### config.mk
export PLATFORM = sky130hd
export DESIGN_NAME = rcs_status_top
export DESIGN_NICKNAME = d
export VERILOG_FILES = /design/src/rtl/rcs_pkg.sv /design/src/rtl/rcs_wdog.sv /design/src/rtl/rcs_flags.sv /design/src/rtl/rcs_status_top.sv
export SDC_FILE = /design/constraint.sdc
export NUM_CORES = 1
export LEC_CHECK = 0
export CAP_MARGIN = 40
export CORE_MARGIN = 8
export CORE_UTILIZATION = 35
export CTS_CLUSTER_DIAMETER = 30
export DETAILED_ROUTE_END_ITERATION = 10
export PLACE_DENSITY = 0.66
export SLEW_MARGIN = 10
export SYNTH_ARGS = -nofsm -noshare
export SYNTH_HDL_FRONTEND = slang
export SYNTH_SLANG_ARGS = --single-unit
### constraint.sdc
create_clock -name clk -period 1.2 [get_ports clk]
set_input_delay 0.12 -clock clk [delete_from_list [all_inputs] [get_ports clk]]
set_output_delay 0.12 -clock clk [all_outputs]
set_load 0.01 [all_outputs]
### src/rtl/rcs_pkg.sv
// Shared constants for the reset cause status register.
// Assumes an 8-bit status byte with fixed flag positions.
package rcs_pkg;
    localparam int STAT_W     = 8;
    localparam int BIT_PWR    = 4;
    localparam int BIT_BUS    = 5;
    localparam int BIT_WDG    = 6;
    localparam int BIT_IRQ    = 7;
    localparam int BIT_GIE    = 2;
    // flags cleared by writing 0
    localparam logic [STAT_W-1:0] STICKY_MASK = 8'h70;
    // plain read/write control bits 3, 1, 0
    localparam logic [STAT_W-1:0] CTRL_MASK   = 8'h0B;
    // flags kept across a watchdog load
    localparam logic [STAT_W-1:0] WDG_KEEP    = 8'h30;
    localparam logic [STAT_W-1:0] PWRUP_VAL   = 8'h11;
    localparam logic [STAT_W-1:0] WDG_SET     = 8'h41;
endpackage

### src/rtl/rcs_wdog.sv
// Watchdog counter. It counts cycles since the last clear and raises a
// load strobe on the edge where the count sits at WD_CYCLES with no clear.
// Assumes por_n is a synchronous active-low reset.
module rcs_wdog #(
    parameter int WD_CYCLES = 1000
) (
    input  logic clk,
    input  logic por_n,
    input  logic wd_clear,
    output logic wd_load,
    output logic wd_pulse
);
    localparam int CNT_W = $clog2(WD_CYCLES + 1);
    localparam logic [CNT_W-1:0] LIMIT = CNT_W'(WD_CYCLES);

    logic [CNT_W-1:0] cnt_q;

    // expiry: the limit is reached and no clear arrives this cycle
    assign wd_load = (cnt_q == LIMIT) && !wd_clear;

    // count cycles and restart on a clear or an expiry
    always_ff @(posedge clk) begin
        if (!por_n) begin
            cnt_q    <= '0;
            wd_pulse <= 1'b0;
        end else begin
            wd_pulse <= wd_load;
            if (wd_clear || wd_load)
                cnt_q <= '0;
            else
                cnt_q <= cnt_q + CNT_W'(1);
        end
    end

    a_r2_cnt_bounded: assert property (@(posedge clk) disable iff (!por_n)
        cnt_q <= LIMIT);
    a_r2_pulse_single: assert property (@(posedge clk) disable iff (!por_n)
        wd_pulse |=> !wd_pulse);
    a_r3_clear_blocks: assert property (@(posedge clk) disable iff (!por_n)
        wd_clear |=> !wd_pulse);
endmodule

### src/rtl/rcs_flags.sv
// Status byte storage: sticky reset-cause flags, control bits and the
// registered interrupt-pending bit. Bit 2 is stored as 0 and filled in
// from gie on read. Assumes a synchronous active-low power-on reset.
module rcs_flags
    import rcs_pkg::*;
(
    input  logic              clk,
    input  logic              por_n,
    input  logic              wd_load,
    input  logic              bus_rst_evt,
    input  logic              irq_pend,
    input  logic              gie,
    input  logic              reg_wr,
    input  logic [STAT_W-1:0] reg_wdata,
    output logic [STAT_W-1:0] reg_rdata
);
    logic [STAT_W-1:0] stat_q;
    logic [STAT_W-1:0] stat_d;

    // next value: watchdog load beats a write; set events beat clears
    always_comb begin
        if (wd_load) begin
            stat_d = (stat_q & WDG_KEEP) | WDG_SET;
        end else begin
            stat_d = stat_q;
            if (reg_wr)
                stat_d = (stat_q & ~(STICKY_MASK | CTRL_MASK))
                       | (stat_q & STICKY_MASK & reg_wdata)
                       | (reg_wdata & CTRL_MASK);
            stat_d[BIT_IRQ] = irq_pend;
        end
        stat_d[BIT_BUS] = stat_d[BIT_BUS] | bus_rst_evt;
        stat_d[BIT_GIE] = 1'b0;
    end

    // hold the status byte, loading the power-up pattern on reset
    always_ff @(posedge clk) begin
        if (!por_n)
            stat_q <= PWRUP_VAL;
        else
            stat_q <= stat_d;
    end

    // read path merges the live enable state
    assign reg_rdata = stat_q | (gie ? 8'h04 : 8'h00);

    a_r1_pwrup: assert property (@(posedge clk)
        !por_n |=> (stat_q == PWRUP_VAL));
    a_r4_wdg_flags: assert property (@(posedge clk) disable iff (!por_n)
        wd_load |=> (stat_q[BIT_WDG] && !stat_q[BIT_IRQ]));
    a_r4_keep_pwr: assert property (@(posedge clk) disable iff (!por_n)
        wd_load |=> (stat_q[BIT_PWR] == $past(stat_q[BIT_PWR])));
    a_r5_bus_sets: assert property (@(posedge clk) disable iff (!por_n)
        bus_rst_evt |=> stat_q[BIT_BUS]);
    a_r8_clear_pwr: assert property (@(posedge clk) disable iff (!por_n)
        (reg_wr && !wd_load && !reg_wdata[BIT_PWR]) |=> !stat_q[BIT_PWR]);
    a_r7_gie_live: assert property (@(posedge clk)
        reg_rdata[BIT_GIE] == gie);
endmodule

### src/rtl/rcs_status_top.sv
// Reset cause status register top: joins the watchdog timer and the
// status byte. The watchdog load and its output pulse share an edge.
// Assumes por_n is the synchronous active-low power-on reset.
module rcs_status_top #(
    parameter int WD_CYCLES = 1000
) (
    input  logic       clk,
    input  logic       por_n,
    input  logic       wd_clear,
    input  logic       bus_rst_evt,
    input  logic       irq_pend,
    input  logic       gie,
    input  logic       reg_wr,
    input  logic [7:0] reg_wdata,
    output logic [7:0] reg_rdata,
    output logic       wdog_rst
);
    logic wd_load;

    rcs_wdog #(.WD_CYCLES(WD_CYCLES)) u_wdog (
        .clk      (clk),
        .por_n    (por_n),
        .wd_clear (wd_clear),
        .wd_load  (wd_load),
        .wd_pulse (wdog_rst)
    );

    rcs_flags u_flags (
        .clk         (clk),
        .por_n       (por_n),
        .wd_load     (wd_load),
        .bus_rst_evt (bus_rst_evt),
        .irq_pend    (irq_pend),
        .gie         (gie),
        .reg_wr      (reg_wr),
        .reg_wdata   (reg_wdata),
        .reg_rdata   (reg_rdata)
    );

    a_r4_pulse_flag: assert property (@(posedge clk) disable iff (!por_n)
        wdog_rst |-> (reg_rdata[6] && !reg_rdata[7]));
endmodule

Word-level counts from Yosys, hierarchy flattened
Cells that the tools add are included.
- input port bits: 15
- flip-flop bits (word level): 19
- output and inout port bits: 9
- logic and storage cells: 27
- reductions and logical operators: 7
- multiplexer cells: 3
- add/subtract/negate cells: 1
- equality and inequality tests: 1
- bitwise logic cells: 7
- operators with widths (operator ; number):
    $mux 7 ; 2
    $add 10x1->10 const B ; 1
    $eq 10x10->1 const B ; 1
    $or 8x3->8 ; 1
    $and 7x7->7 ; 1
    $or 3x7->7 ; 1
    $or 7x4->7 ; 1
    $reduce_or 2->1 ; 2
    $mux 3 ; 1
    $not 1->1 ; 2
    $reduce_and 2->1 ; 1
    $reduce_bool 2->1 ; 1
    $logic_and 1x1->1 ; 1
    $logic_not 1->1 ; 1
    $logic_or 1x1->1 ; 1
    $or 1x1->1 ; 1

Logic depth before layout (Yosys ltp)
- depth after elaboration: 6
- gate-level depth with buffers: 6
- gate-level depth less buffers: 6

Hierarchy
A second synthesis with hierarchy kept.
- cells, all modules: 86
- area, all modules: 768.2 µm²
- modules (own cells, without submodules) (module ; area each (µm²) ; cells an instance ; sequential area each (µm²) ; instances):
    rcs_wdog ; 513.0 ; 60 ; 220.2 ; 1
    rcs_flags ; 255.2 ; 26 ; 140.1 ; 1

Worst setup path before layout
No wires, ideal clock.
- path kind: flip-flop to flip-flop
- from: register u_wdog.cnt_q[0]
- to: register u_flags.stat_q[4]
- cell stages (with the launch flop): 7
- setup slack: -120 ps
- arrival: 1203 ps
- clock period less this slack: 1320 ps
- path buffers: 0
- library setup time: 118 ps
- required time: 1082 ps
- cell sequence: dfxtp_1 -> inv_1 -> ha_1 -> and4bb_2 -> nand3_1 -> nor3b_1 -> o21ai_1
- longest elaborated chain between the ends: 4
- RTL lines (item ; RTL line ; text):
    start, declared ; rcs_wdog.sv:16 ; logic [CNT_W-1:0] cnt_q;
    start signal, assigned ; rcs_wdog.sv:31 ; cnt_q <= cnt_q + CNT_W'(1);
    $eq 10x10->1 ; rcs_wdog.sv:19 ; assign wd_load = (cnt_q == LIMIT) && !wd_clear;
    $logic_and 1x1->1 ; rcs_wdog.sv:19 ;
    $not 1->1 (no source line) ; n/a ;
    $reduce_and 2->1 (no source line) ; n/a ;
    end signal, assigned ; rcs_flags.sv:41 ; stat_q <= stat_d;
    end, declared ; rcs_flags.sv:17 ; logic [STAT_W-1:0] stat_q;
Every way passes these cells.
A chain may end at the register's enable or synchronous reset.

Worst setup path in the final report
- from: register u_wdog.cnt_q[0]
- to: register u_wdog.cnt_q[1]
- longest elaborated chain between the ends: 4
- elaborated cells on any way between the ends: 5
- classes of those cells: add/sub: 1; eq/ne: 1; reduce/logical: 3
- RTL lines (item):
    parallel branches: the longest is 4 deep, another holds $add 10x1->10
Parallel ways; which one is timed is not known.

==> results.toml <==
[run_status]
status = "finished, violations left"
violations = "setup timing"

[critical_path]
cp-endpoint = "u_wdog.cnt_q[1]"
timing.rr.start = "u_wdog.cnt_q[0]"
cp_top_family = "simple AND/OR/NAND/NOR gates"
cp_max_fo = 4
path_depth = 6
path_cells = "inv_2, ha_4, and4bb_4, nand3_4, buf_6, and3_4"
reg2reg_depth = 6
cp-end-kind = "flip-flop"
crit_start = "u_wdog.cnt_q[0]"
r2r_end = "u_wdog.cnt_q[1]"
crit_path_start_kind = "flip-flop"
required_ps = 1400
critPathMaxStageDelay_ps = 370
worstSetupPathType = "reg -> reg"
path_buf_inv = 2
arrival_ps = 1490
r2r_setup_slack_ps = -80
cp_slowest_cell = "dfxtp_4"

[placed_design]
dp_hpwl_um = 1350
placed_cell_area_um2 = 1080
dp.cells = 136
place.gp.congestion = 0.716
numPortBuffers = 19

[floorplanning]
die_h_um = 62.2
io_pins = 24
coreArea_um2 = 1980
die_x_um = 62.2
rows = 16
dieArea_um2 = 3870
start_util_pct = 37.7

[clock_network]
cts-root-buf = "clkbuf_4"
clock_latency_ps = 300
ctsHoldBuffers = 0
clockBufferDepth = 2
htreeDepth = 1
cts_tree = "yes"
cts_buffers = 3
cts.sinks = 18
clkSlewWorstSetupHoldPaths_ps = 110

[synth]
synth_edf_count = 0
synth-seq-area-share_pct = 48.2
ys.flop_type = "dfxtp_1"
synth_cell_types = 27
synth_nets = 96
synthCells = 79
syn-cell-area_um2 = 747
yosysWarnings = 0
syn_area_per_cell_um2 = 9.46
async_flop_share_pct = 0
yosys_register_bits = 18

[sta]
setup_viol = 11
skew_ps = 1.35
final_max_slew_viol_count = 0
rsz0062_at_grt = "true"
relSlewSlack_pct = 75.9
tightestPinTransition_ps = 361
final.period_utilization_pct = 107
hold_viol = 0
fmax_mhz = 778
fin_crit_ps = 1280
fin_ws_ps = -84.7

[hold_path]
hold_start = "gie"
min_path_type = "in -> out"

[detailed_routing]
wl_per_cell_um = 13.4
dr.pass1.iters = 4
ant_nets = 0
initialDrtViolationCount = 10
drc_errors = 0
wirelength_um = 1920
via_per_inst = 4.62
via_count = 660

[grt]
met3_usage_pct = 2.15
grt.busiest_layer = "met2"
grt_usage_pct = 9.93
grt_pass1_vias = 659
grt_pass1_wl_um = 3100
grtUsageMet1_pct = 10.6
grtUsageMet2_pct = 16.7
grt_max_degree = 11
grt-ovfl-total = 0
antenna_found_initial = 0

[layout]
drive_gt1_share_pct = 37.1
final_cell_area_um2 = 1230
area_growth_pct = 64.5
fin_cells = 143
finish.utilization_pct = 62.0
antenna_cells = 0
final_nets = 134

[power]
ir_drop_mv = 0.561
leakage_nw = 0.509
power.density_nw_per_um2 = 917

[flow_run]
maxCapViolCount = 0
==> worst register-to-register path, delay by kind of cell, from the launching register on <==
kind          cells  cell delay (ps)
buf+inv           2              190
fa+ha+maj         1              110
flops             1              370
simple gates      3              510
==> cell type report <==
cell class	instances	area (um2)
fill	173	753
multi-input combinational	54	470
sequential	18	365
timing repair buffer	35	304
clock buffer	4	36.3
tap	27	33.8
inverter	5	18.8
==> cells in the mapped netlist (2+ instances only) <==
| cell type | instances | area [um2] |
|---|---|---|
| dfxtp_1 | 18 | 360 |
| nor2_1 | 11 | 41.3 |
| and3_1 | 5 | 31.3 |
| inv_1 | 5 | 18.8 |
| nand3_1 | 5 | 25.0 |
| xor2_1 | 4 | 35.0 |
| mux2i_1 | 3 | 30.0 |
| nand2_1 | 3 | 11.3 |
| xnor2_1 | 3 | 26.3 |
| and2_1 | 2 | 12.5 |
| ha_1 | 2 | 25.0 |
| nor2b_1 | 2 | 12.5 |
| o21ai_0 | 2 | 10.0 |
==> report_power, final <==
| group | switching, W | internal [W] | total (W) |
|---|---|---|---|
| clock network | 0.000196 | 0.000185 | 0.000381 |
| registers | 0.00000843 | 0.000612 | 0.000621 |
| logic | 0.0000499 | 0.0000752 | 0.000125 |
| total | 0.000254 | 0.000873 | 0.00113 |
==> metal layers <==
layer / vias to the layer above / part of all wire [%]
met5: - / 0
met4: 0 / 2.2
li1: 342 / -
met2: 11 / 52
met3: 4 / 2.2
met1: 303 / 44
==> what timing repair did <==
| action | CTS | global route |
|---|---|---|
| setup endpoints to repair | 22 | 18 |
| buffers inserted | 2 | 1 |
| gates resized for setup | 19 | 13 |
| pin swaps | 8 | 11 |
==> per-stage QoR <==
| stage | setup slack [ps] | total power, W | hold WS [ps] | TNS, ps |
|---|---|---|---|---|
| after floorplan | -2.64 | 0.000677 | 192 | -9.11 |
| after global placement | -125 | 0.000751 | 240 | -1270 |
| after detailed placement | -158 | 0.000753 | 240 | -1450 |
| after CTS | -92.7 | 0.00114 | 240 | -356 |
| after global routing | -118 | 0.00118 | 240 | -919 |
| final | -84.7 | 0.00113 | 240 | -288 |
==> worst min-delay path by stage <==
stage	end	slack [ps]	cells past startpoint
3_3_place_gp	reg_rdata[2]	240	0
6_report	reg_rdata[2]	240	0
5_1_grt	reg_rdata[2]	240	0
4_1_cts	reg_rdata[2]	240	0
2_1_floorplan	u_flags.stat_q[0]	190	1
3_5_place_dp	reg_rdata[2]	240	0
==> registers in the layout (all words and copies together), names as in the netlist <==
register         flops
u_flags.stat_q       7
u_wdog.cnt_q        10
u_wdog.wd_pulse      1
==> kinds of logic (layout without fill, tap and decap cells) <==
group,Yosys count,in the layout,share of synthesized area [%]
flops,18,18,48.2
xor+xnor,7,7,8.21
mux,3,3,4.02
compound gates,8,8,6.70
fa+ha+maj,2,2,3.35
buf+inv,7,44,4.02
simple gates,34,34,25.5
==> cells in the final DEF, fill, tap and decap left out, drive strengths merged, types with 2 or more instances in the layout <==
master,count
and2,2
and3,6
buf,16
clkbuf,4
clkdlybuf4s50,11
dfxtp,18
dlygate4sd2,8
ha,2
inv,5
mux2i,3
nand2,3
nand3,5
nor2,11
nor2b,2
o21ai,3
xnor2,3
xor2,4
No activity file was read; power rests on OpenSTA's default activity.
